$ cat config.mk
export PLATFORM = sky130hd
export DESIGN_NAME = pwm_buffered_chan
export DESIGN_NICKNAME = d
export VERILOG_FILES = /design/src/rtl/pwm_chan_pkg.sv /design/src/rtl/pwm_ctl_decode.sv /design/src/rtl/pwm_shadow_regs.sv /design/src/rtl/pwm_down_core.sv /design/src/rtl/pwm_out_stage.sv /design/src/rtl/pwm_buffered_chan.sv
export SDC_FILE = /design/constraint.sdc
export NUM_CORES = 1
export LEC_CHECK = 0
export ABC_CLOCK_PERIOD_IN_PS = 9000
export BUFFER_PORTS_ARGS = -buffer_cell sky130_fd_sc_hd__buf_2
export CAP_MARGIN = 20
export CORE_UTILIZATION = 59
export DETAILED_ROUTE_END_ITERATION = 7
export PLACE_DENSITY = 0.91
export SLEW_MARGIN = 20
export SYNTH_ARGS = -nofsm -noshare
export SYNTH_HDL_FRONTEND = slang
export SYNTH_SLANG_ARGS = --single-unit
export TNS_END_PERCENT = 20
$ cat constraint.sdc
create_clock -name clk -period 9 [get_ports clk]
set_input_delay 1.8 -clock clk [delete_from_list [all_inputs] [get_ports clk]]
set_output_delay 1.8 -clock clk [all_outputs]
set_load 0.02 [all_outputs]
$ cat src/rtl/pwm_chan_pkg.sv
package pwm_chan_pkg;

  localparam int SLOT_COUNT = 5;
  localparam int FIELD_W    = 4;
  localparam int LAST_SLOT  = SLOT_COUNT - 1;

  typedef struct packed {
    logic run;
    logic load;
    logic flip;
    logic rearm;
  } chan_ctl_t;

  // Field base: slot 0 at bit 0, then a one-field gap before slot 1.
  function automatic int slot_base(input int slot);
    return (slot == 0) ? 0 : FIELD_W * (slot + 1);
  endfunction

  function automatic int rearm_offset(input int slot);
    return (slot == LAST_SLOT) ? 2 : 3;
  endfunction

  function automatic bit slot_has_flip(input int slot);
    return slot != LAST_SLOT;
  endfunction

  function automatic int ctrl_width(input int slots);
    return FIELD_W * (slots + 1);
  endfunction

endpackage

$ cat src/rtl/pwm_ctl_decode.sv
module pwm_ctl_decode import pwm_chan_pkg::*; #(
  parameter int CH_SLOT = 1,
  parameter int CTRL_W  = ctrl_width(SLOT_COUNT)
) (
  input  logic [CTRL_W-1:0] ctrl_word,
  output chan_ctl_t         ctl
);

  localparam int BASE     = slot_base(CH_SLOT);
  localparam int RUN_POS  = BASE;
  localparam int LOAD_POS = BASE + 1;
  localparam int RARM_POS = BASE + rearm_offset(CH_SLOT);

  logic unused_ctrl_bits;
  assign unused_ctrl_bits = ^ctrl_word;

  assign ctl.run   = ctrl_word[RUN_POS];
  assign ctl.load  = ctrl_word[LOAD_POS];
  assign ctl.rearm = ctrl_word[RARM_POS];

  generate
    if (slot_has_flip(CH_SLOT)) begin : g_flip
      localparam int FLIP_POS = BASE + 2;
      assign ctl.flip = ctrl_word[FLIP_POS];
    end else begin : g_no_flip
      assign ctl.flip = 1'b0;
    end
  endgenerate

endmodule

$ cat src/rtl/pwm_shadow_regs.sv
module pwm_shadow_regs #(
  parameter int CNT_W = 16
) (
  input  logic             clk,
  input  logic             rst_n,
  input  logic             cnt_we,
  input  logic [CNT_W-1:0] cnt_wdata,
  input  logic             cmp_we,
  input  logic [CNT_W-1:0] cmp_wdata,
  output logic [CNT_W-1:0] cnt_buf,
  output logic [CNT_W-1:0] cmp_buf
);

  always_ff @(posedge clk) begin
    if (!rst_n) begin
      cnt_buf <= '0;
      cmp_buf <= '0;
    end else begin
      if (cnt_we) cnt_buf <= cnt_wdata;
      if (cmp_we) cmp_buf <= cmp_wdata;
    end
  end

  // writes land in the holding buffers one cycle later
  assert_buf_write_R2: assert property (@(posedge clk) disable iff (!rst_n)
    cnt_we |=> (cnt_buf == $past(cnt_wdata)));
  assert_cmp_write_R2: assert property (@(posedge clk) disable iff (!rst_n)
    cmp_we |=> (cmp_buf == $past(cmp_wdata)));

endmodule

$ cat src/rtl/pwm_down_core.sv
module pwm_down_core import pwm_chan_pkg::*; #(
  parameter int CNT_W = 16
) (
  input  logic             clk,
  input  logic             rst_n,
  input  logic             tick_en,
  input  chan_ctl_t        ctl,
  input  logic [CNT_W-1:0] cnt_buf,
  input  logic [CNT_W-1:0] cmp_buf,
  output logic [CNT_W-1:0] cnt_q,
  output logic [CNT_W-1:0] cmp_q,
  output logic [CNT_W-1:0] cnt_nxt,
  output logic [CNT_W-1:0] cmp_nxt,
  output logic             step_ev,
  output logic             halted_q,
  output logic             irq_q
);

  // Named internal events
  logic live_ev, expire_ev, adv_ev, reload_ev, halt_ev, manual_ev, load_ev;

  assign manual_ev = ctl.load;
  assign live_ev   = tick_en && ctl.run && !ctl.load && !halted_q;
  assign expire_ev = live_ev && (cnt_q == '0);
  assign adv_ev    = live_ev && (cnt_q != '0);
  assign reload_ev = expire_ev && ctl.rearm;
  assign halt_ev   = expire_ev && !ctl.rearm;
  assign load_ev   = manual_ev || reload_ev;
  assign step_ev   = load_ev || adv_ev;

  always_comb begin
    cnt_nxt = cnt_q;
    cmp_nxt = cmp_q;
    if (load_ev) begin
      cnt_nxt = cnt_buf;
      cmp_nxt = cmp_buf;
    end else if (adv_ev) begin
      cnt_nxt = cnt_q - 1'b1;
    end
  end

  always_ff @(posedge clk) begin
    if (!rst_n) begin
      cnt_q    <= '0;
      cmp_q    <= '0;
      halted_q <= 1'b0;
      irq_q    <= 1'b0;
    end else begin
      cnt_q <= cnt_nxt;
      cmp_q <= cmp_nxt;
      if (manual_ev)    halted_q <= 1'b0;
      else if (halt_ev) halted_q <= 1'b1;
      irq_q <= expire_ev;
    end
  end

  // a running tick with non-zero count steps down by one
  assert_step_down_R1: assert property (@(posedge clk) disable iff (!rst_n)
    (tick_en && ctl.run && !ctl.load && !halted_q && cnt_q != '0)
      |=> (cnt_q == $past(cnt_q) - 1'b1));
  // the interrupt follows a tick at count zero
  assert_irq_at_zero_R1: assert property (@(posedge clk) disable iff (!rst_n)
    irq_q |-> ($past(cnt_q) == '0));
  // load copies both buffers and releases a parked channel
  assert_manual_copy_R3: assert property (@(posedge clk) disable iff (!rst_n)
    ctl.load |=> (cnt_q == $past(cnt_buf) && cmp_q == $past(cmp_buf) && !halted_q));
  // expiry with re-arm reloads from the buffers
  assert_rearm_reload_R4: assert property (@(posedge clk) disable iff (!rst_n)
    (ctl.rearm && tick_en && ctl.run && !ctl.load && !halted_q && cnt_q == '0)
      |=> (cnt_q == $past(cnt_buf) && cmp_q == $past(cmp_buf)));
  // a parked channel keeps its state until a load
  assert_parked_hold_R5: assert property (@(posedge clk) disable iff (!rst_n)
    (halted_q && !ctl.load) |=> ($stable(cnt_q) && $stable(cmp_q) && !irq_q));
  // no tick or no run means no movement
  assert_gated_count_R9: assert property (@(posedge clk) disable iff (!rst_n)
    (!(tick_en && ctl.run) && !ctl.load) |=> ($stable(cnt_q) && $stable(cmp_q)));

endmodule

$ cat src/rtl/pwm_out_stage.sv
module pwm_out_stage #(
  parameter int CNT_W = 16
) (
  input  logic             clk,
  input  logic             rst_n,
  input  logic             step_ev,
  input  logic [CNT_W-1:0] cnt_nxt,
  input  logic [CNT_W-1:0] cmp_nxt,
  input  logic             flip,
  output logic             phase_q,
  output logic             pin
);

  localparam logic [CNT_W-1:0] FULL = '1;

  // Duty phase: count above compare, or compare saturated.
  function automatic logic in_duty(input logic [CNT_W-1:0] c, input logic [CNT_W-1:0] m);
    return (m == FULL) || (c > m);
  endfunction

  always_ff @(posedge clk) begin
    if (!rst_n)       phase_q <= 1'b0;
    else if (step_ev) phase_q <= in_duty(cnt_nxt, cmp_nxt);
  end

  assign pin = flip ? phase_q : ~phase_q;

  // without an update event the phase does not move
  assert_phase_hold_R5: assert property (@(posedge clk) disable iff (!rst_n)
    !step_ev |=> $stable(phase_q));

endmodule

$ cat src/rtl/pwm_buffered_chan.sv
module pwm_buffered_chan import pwm_chan_pkg::*; #(
  parameter int CNT_W   = 16,
  parameter int CH_SLOT = 1,
  parameter int CTRL_W  = ctrl_width(SLOT_COUNT)
) (
  input  logic              clk,
  input  logic              rst_n,
  input  logic              tick_en,
  input  logic              cnt_buf_we,
  input  logic [CNT_W-1:0]  cnt_buf_wdata,
  input  logic              cmp_buf_we,
  input  logic [CNT_W-1:0]  cmp_buf_wdata,
  input  logic [CTRL_W-1:0] ctrl_word,
  output logic              pwm_pin,
  output logic              period_irq
);

  chan_ctl_t        ctl;
  logic [CNT_W-1:0] cnt_buf, cmp_buf;
  logic [CNT_W-1:0] cnt_act, cmp_act, cnt_nxt, cmp_nxt;
  logic             step_ev, halted, phase;

  pwm_ctl_decode #(.CH_SLOT(CH_SLOT), .CTRL_W(CTRL_W)) u_dec (
    .ctrl_word (ctrl_word),
    .ctl       (ctl)
  );

  pwm_shadow_regs #(.CNT_W(CNT_W)) u_buf (
    .clk       (clk),
    .rst_n     (rst_n),
    .cnt_we    (cnt_buf_we),
    .cnt_wdata (cnt_buf_wdata),
    .cmp_we    (cmp_buf_we),
    .cmp_wdata (cmp_buf_wdata),
    .cnt_buf   (cnt_buf),
    .cmp_buf   (cmp_buf)
  );

  pwm_down_core #(.CNT_W(CNT_W)) u_core (
    .clk      (clk),
    .rst_n    (rst_n),
    .tick_en  (tick_en),
    .ctl      (ctl),
    .cnt_buf  (cnt_buf),
    .cmp_buf  (cmp_buf),
    .cnt_q    (cnt_act),
    .cmp_q    (cmp_act),
    .cnt_nxt  (cnt_nxt),
    .cmp_nxt  (cmp_nxt),
    .step_ev  (step_ev),
    .halted_q (halted),
    .irq_q    (period_irq)
  );

  pwm_out_stage #(.CNT_W(CNT_W)) u_out (
    .clk     (clk),
    .rst_n   (rst_n),
    .step_ev (step_ev),
    .cnt_nxt (cnt_nxt),
    .cmp_nxt (cmp_nxt),
    .flip    (ctl.flip),
    .phase_q (phase),
    .pin     (pwm_pin)
  );

  // a saturated live compare always sits in the duty phase
  assert_full_duty_R7: assert property (@(posedge clk) disable iff (!rst_n)
    (cmp_act == '1) |-> phase);
  // buffer writes alone never move the live compare
  assert_buf_isolated_R2: assert property (@(posedge clk) disable iff (!rst_n)
    (!ctl.load && !(tick_en && ctl.run)) |=> $stable(cmp_act));
  // a parked channel keeps its pin level while flip is unchanged
  assert_parked_pin_R5: assert property (@(posedge clk) disable iff (!rst_n)
    (halted && !ctl.load && $stable(ctl.flip)) |=> $stable(pwm_pin));

endmodule

==> metrics.txt, run 1 <==
Setup Skew 11.0 ps; Sw Share 26.9%; ys flop type dfxtp_1; row count 26; Setup crit end kind flop; Antenna diodes 0; Clock Power Share 38.6%; synthesis-stage register bit count 67; first-pass GRT wire length 11800 um; via/cell ratio 5.69; dpl hpwl 5140 um; Synthesized Nets 426; vias in the first global route 2615; H-tree lvl count 3; # IOs 63; Yosys warnings 0; Crit Path Class in -> reg; Critical Path RT 9230 ps; register area share after synthesis between 40% and 50%; Placer Congestion between 0.8 and 0.9; Initial Util 62.7%; worst path arrival time 4860 ps; maxcap violations 0; Nets roughly 460; most numerous cell in the Yosys netlist dfxtp_1; max-slew violation count 0; area leader, netlist dfxtp_1; slew margin rel. 51.1%; Pleak 1.62 nW; Worst-Margin Slew between 700 and 800 ps; PortBufs 42; total power 723 uW; ys async rst share 0%; Gate Count Post-Synth 348; Reg2Reg Setup Slack about 5200 ps; clk slew on worst S/H paths approximately 70 ps; r2r endpoint u_out.phase_q$_SDFFE_PN0P_; Synth Cell Area 3280 um2; largest net degree at the start of global routing 54; DR iter-0 viols 97; die height 76.6 um; CTS tree yes; Fillers 396; Flop pwr share between 40 and 50%; post-cts resize count 0; die area 5870 um2; Layout Area Growth over Synthesis 14.3%; fmax 216 MHz; worst-skew pair later-pin latency 350 ps; Min-Delay Path Depth 2; largest cells by area after synthesis dfxtp_1 41%, mux2i_1 14%, nor2_1 7.5%, ha_1 6.5%, nand4_1 2.9%; share of cells above drive strength 1 19.2%; Post-CTS Setup Bufs 0; outcome completed; CTS root buf clkbuf_8; Max FO, Critical Path 8; antenna violations before repair 0; synth unique cells 48; Critical Path Start Type primary input; Final setup violation count 0; ANT nets after route 0; PwrDens between 150 and 200 nW/um2; core footprint 5240 um2; Hold WS ~500 ps; Hold Path Origin u_buf.cnt_buf[7]$_SDFFE_PN0P_; Peak supply drop 0.135 mV; final design utilization 71.6%; crit share post-route 51.5%; Internal Power roughly 530 uW; Combinational Power Share 16.1%; CP Launch Point tick_en; drt first pass iters 5; Synth top cells by count 67 x dfxtp_1, 66 x nor2_1, 47 x mux2i_1; Hold WC Path Type reg -> reg; WL/cell 15.1 um; sw power about 190 uW; post-synth top area share 40.9%; Final Hold Viols 0; Hold Path End u_buf.cnt_buf[7]$_SDFFE_PN0P_; Vias 2623; Num CTS Buffers 9; cts hold-fix bufs 0; width of the die 76.6 um; EDFF count, synth 0; RSZ-0062 raised after global routing false; TNS Setup 0 ps; DRC Markers 0; drt total wl a little under 7000 um; Num Clock Sinks 67; Max Root-Sink Buffers 2; cells on worst reg2reg path 15; min Tclk post-route 4640 ps; reg2reg start u_core.cnt_q[0]$_SDFF_PN0_; total grt overflow 0; syn avg cell area 9.43 um2; All-Layer GR Usage 25.7%
-- metrics by stage --
| step | instances | area (um2) | worst slack [ps] |
|---|---|---|---|
| after global routing | 461 | 3750 | 4060 |
| after detailed placement | 445 | 3520 | 4030 |
| after global placement | 445 | 3520 | 4120 |
| after floorplan | 348 | 3280 | 4520 |
| final | 461 | 3750 | 4360 |
| after CTS | 461 | 3750 | 4380 |
-- power by group through the flow --
stage | clock network (mW) | logic [mW] | registers (mW)
after floorplan | 0 | 0.0862 | 0.331
after global placement | 0 | 0.109 | 0.334
after detailed placement | 0 | 0.114 | 0.335
after CTS | 0.282 | 0.116 | 0.328
after global routing | 0.295 | 0.129 | 0.330
final | 0.279 | 0.116 | 0.328
-- flip-flops by register name, indices dropped and copies added (netlist names) --
signal           flops
u_core.irq_q         1
u_buf.cnt_buf       16
u_buf.cmp_buf       16
u_core.halted_q      1
u_core.cnt_q        16
u_out.phase_q        1
u_core.cmp_q        16
-- worst max-delay path: stages --
cell and delay (ps):
buf_2 70, and3b_1 290, nand2b_1 180, nor4_4 350
and3_1 300, nand3b_1 110, xor2_1 210, a21oi_1 130
ha_1 380, a22oi_1 200, a31oi_1 150, or3b_2 460
a21oi_1 140, o21ai_1 110
-- logic make-up (layout without fill, tap and decap cells) --
logic type / after synthesis / after routing / synth area share [%]
and+or+nand+nor: 137 / 137 / 22.1
xor gates and xnor gates: 13 / 13 / 3.47
DFF: 67 / 67 / 40.9
buffers and inverters: 22 / 65 / 2.74
muxes: 49 / 49 / 15.0
adders and majority gates: 18 / 18 / 6.82
AOI/OAI and AO/OA: 42 / 42 / 8.99
-- layout by cell type (no fill, tap or decap), types with 2 or more instances in the layout --
cell type / count
nor3_2: 2
dfxtp_1: 67
a21o_1: 3
nand3b_1: 3
nor3_1: 10
buf_4: 2
o211ai_1: 2
nor4_4: 2
nand3_1: 2
nor2b_1: 2
o21ai_0: 4
inv_1: 5
a211oi_1: 5
nand2_1: 6
nand4_1: 15
buf_2: 42
nor4_1: 4
clkinvlp_4: 2
nand2b_1: 4
a31oi_1: 4
mux2_2: 2
bufinv_16: 2
nor2_1: 66
xor2_1: 6
and3_1: 2
clkbuf_8: 10
xnor2_1: 7
mux2i_1: 47
ha_1: 17
and2_1: 11
a21oi_1: 15
-- metal layers --
| metal | up-vias | GRT usage [%] | part of all wire (%) | wire length (um) |
|---|---|---|---|---|
| met5 | - | 0 | 0 | 0 |
| met4 | 0 | 11.9 | 3.1 | 212 |
| met3 | 15 | 7.78 | 5.4 | 374 |
| met2 | 85 | 44.8 | 49 | 3380 |
| met1 | 1203 | 28.5 | 43 | 2980 |
| li1 | 1320 | - | - | - |
-- layout make-up --
class | count | area [um2] | area share, %
sequential | 67 | 1340 | 35.8
clock buffer | 10 | 138 | 3.67
clock inverter | 6 | 88.8 | 2.37
inverter | 5 | 18.8 | 0.500
multi-input combinational | 259 | 1850 | 49.4
tap | 70 | 87.6 | 2.33
timing repair buffer | 44 | 225 | 6.00
-- worst max path at each step --
stage | end | slack (ps) | cells past startpoint
global route | u_out.phase_q$_SDFFE_PN0P_ | 4060 | 16
global placement | u_out.phase_q$_SDFFE_PN0P_ | 4120 | 15
detailed placement | u_out.phase_q$_SDFFE_PN0P_ | 4030 | 14
floorplan | u_out.phase_q$_SDFFE_PN0P_ | 4520 | 12
CTS | u_out.phase_q$_SDFFE_PN0P_ | 4380 | 14
finish | u_out.phase_q$_SDFFE_PN0P_ | 4360 | 14
No activity file was read; power rests on OpenSTA's default activity.
==> inputs of run 2 (changes only) <==
- ABC_CLOCK_PERIOD_IN_PS: 9000 -> 4380
- CORE_UTILIZATION: 59 -> 55
- PLACE_DENSITY: 0.91 -> 0.86
- clock period: 9 -> 4.38 ns (I/O delays scaled with it)
==> metrics.txt, run 2 (synthesized netlist as in run 1, its figures left out) <==
outcome completed; Layout Area Growth over Synthesis 14.7%; total grt overflow 0 (unchanged); ANT nets after route 0 (unchanged); # IOs 63 (unchanged); PwrDens 384 nW/um2 (+99%); vias in the first global route 2561 (-2.1%); Critical Path RT 4600 ps (-4630 ps); DRC Markers 0 (unchanged); min Tclk post-route ~3800 ps; Num Clock Sinks 67 (unchanged); Clock Power Share 36.6% (-2.0 points); drt first pass iters 4 (-1); width of the die 79.3 um (+3.5%); first-pass GRT wire length 11800 um (+0.53%); row count 27 (+3.8%); placed inst area 3550 um2 (+0.85%); Critical Path Start Type flop; Crit Path Class reg -> reg; Fillers 449 (+13%); Reg area 1340 um2 (unchanged); sw power 387 uW (+99%); drt total wl 7150 um (+3.0%); largest net degree at the start of global routing 31 (-43%); Max Root-Sink Buffers 2 (unchanged); All-Layer GR Usage 25.2% (-0.49 points); Placer Congestion 0.866 (+1.8%); commonest non-fill, non-tap cells in the layout 67 x dfxtp_1, 66 x nor2_1, 47 x mux2i_1, 42 x buf_2, 17 x ha_1; maxcap violations 0 (unchanged); Flop pwr share 46.7% (+1.4 points); Final Hold Viols 0 (unchanged); multi-input logic area 1850 um2 (unchanged); Combinational Power Share 16.7% (+0.6 points); die height 79.3 um (+3.5%); dpl hpwl 5330 um (+3.7%); Post-CTS Setup Bufs 0 (unchanged); Internal Power 1.06 mW (+100%); clk slew on worst S/H paths 60 ps (about the same); die area 6280 um2 (+7.1%); slew margin rel. 41.7% (-9.4 points); CTS root buf clkbuf_8; post-cts resize count 0 (unchanged); worst-skew pair later-pin latency 350 ps (about the same); TNS Setup 0 ps (unchanged); H-tree lvl count 3 (unchanged); WL/cell 15.4 um (+2.3%); cts hold-fix bufs 0 (unchanged); Nets 466 (+0.43%); Design Area, Final 3770 um2 (+0.40%); DR iter-0 viols 157 (+62%); Worst-Margin Slew 874 ps (+146 ps); Hold WC Path Type reg -> reg; Placed Cells 449 (+0.90%); CTS tree yes; biggest cell delay along the critical path 460 ps (about the same); Setup crit end kind flop; Num CTS Buffers 9 (unchanged); via/cell ratio 5.64 (-0.80%); core footprint 5640 um2 (+7.7%); CP max-delay cell or3b_2; Antenna diodes 0 (unchanged); crit path cell chain inv_1 -> ha_1 -> nor4b_2 -> and4_4 -> nor4_4 -> nand2_1 -> nor2_1 -> xnor2_1 -> a21oi_1 -> ha_1 -> a21o_1 -> a21o_1 -> a21oi_1 -> or3b_2 -> a21oi_1 -> o21ai_1; Final Instance Count excl. Fillers 464 (+0.65%); most common cell after layout, fill and taps aside dfxtp_1; max-slew violation count 0 (unchanged); share of cells above drive strength 1 19.4% (+0.21 points); cell mode on critical path a21oi_1; Pleak 1.63 nW (+0.64%); Initial Util 58.2% (-4.5 points); Setup Skew 6.05 ps (-4.97 ps); worst path arrival time 4020 ps (-840 ps); Peak supply drop 0.290 mV (+110%); RSZ-0062 raised after global routing false; Max FO, Critical Path 8 (unchanged); PortBufs 42 (unchanged); Sw Share 26.7% (-0.19 points); fmax 264 MHz; Vias 2619 (-0.15%); Final setup violation count 0 (unchanged); crit share post-route 86.6%; antenna violations before repair 0 (unchanged)
run 2: cell count changes in the layout (fill, tap and decap cells not counted):
cell,before,now
clkinvlp_4,2,1
bufinv_16,2,1
buf_12,0,1
clkinv_2,1,0
clkbuf_8,10,12
buf_4,2,3
run 2: per-stage QoR:
| step | hold WS (ps) | worst slack, ps | power (mW) | utilization [%] |
|---|---|---|---|---|
| 2_1_floorplan | 455 | 827 | 0.857 | - |
| 3_3_place_gp | 472 | 413 | 0.914 | 63.0 |
| 3_5_place_dp | 491 | 364 | 0.927 | 63.0 |
| 4_1_cts | 500 | 609 | 1.46 | 66.8 |
| 5_1_grt | 519 | 341 | 1.52 | 66.8 |
| 6_report | 494 | 587 | 1.45 | 66.8 |
run 2: worst paths after layout:
path	from	to	slack, ps	cells past startpoint
worst min-delay path	u_core.halted_q$_SDFFE_PP0P_	u_core.halted_q$_SDFFE_PP0P_	490	2
worst min register to register	u_core.halted_q$_SDFFE_PP0P_	u_core.halted_q$_SDFFE_PP0P_	490	2
worst max register to register	u_core.cnt_q[0]$_SDFF_PN0_	u_out.phase_q$_SDFFE_PN0P_	590	16
worst max-delay path	u_core.cnt_q[0]$_SDFF_PN0_	u_out.phase_q$_SDFFE_PN0P_	590	16
run 2: layout make-up:
class / count / share of cell area, %
Inverter: 5 / 0.498
Timing Repair Buffer: 46 / 6.71
Clock buffer: 12 / 4.39
Sequential cell: 67 / 35.6
Tap cell: 72 / 2.39
Multi-Input combinational cell: 259 / 49.2
Clock inverter: 3 / 1.23
run 2: power by group through the flow:
stage	clock, mW	combinational [mW]	sequential, mW
2_1_floorplan	0	0.177	0.680
3_3_place_gp	0	0.228	0.687
3_5_place_dp	0	0.239	0.688
4_1_cts	0.544	0.241	0.675
5_1_grt	0.576	0.269	0.679
6_report	0.530	0.242	0.676
run 2: per-layer routing:
layer / share of wire, % / track usage (%) / vias up
li1: - / - / 1321
met1: 43 / 28.5 / 1220
met2: 50 / 44.4 / 67
met3: 4.9 / 7.70 / 11
met4: 1.6 / 9.09 / 0
met5: 0 / 0 / -
run 2: critical path: cells and delay by family (launching register included):
family	cells	cell delay, ps
compound gates	6	910
xor+xnor	1	180
buf+inv	1	100
flops	1	360
fa+ha+maj	2	550
simple gates	6	1600
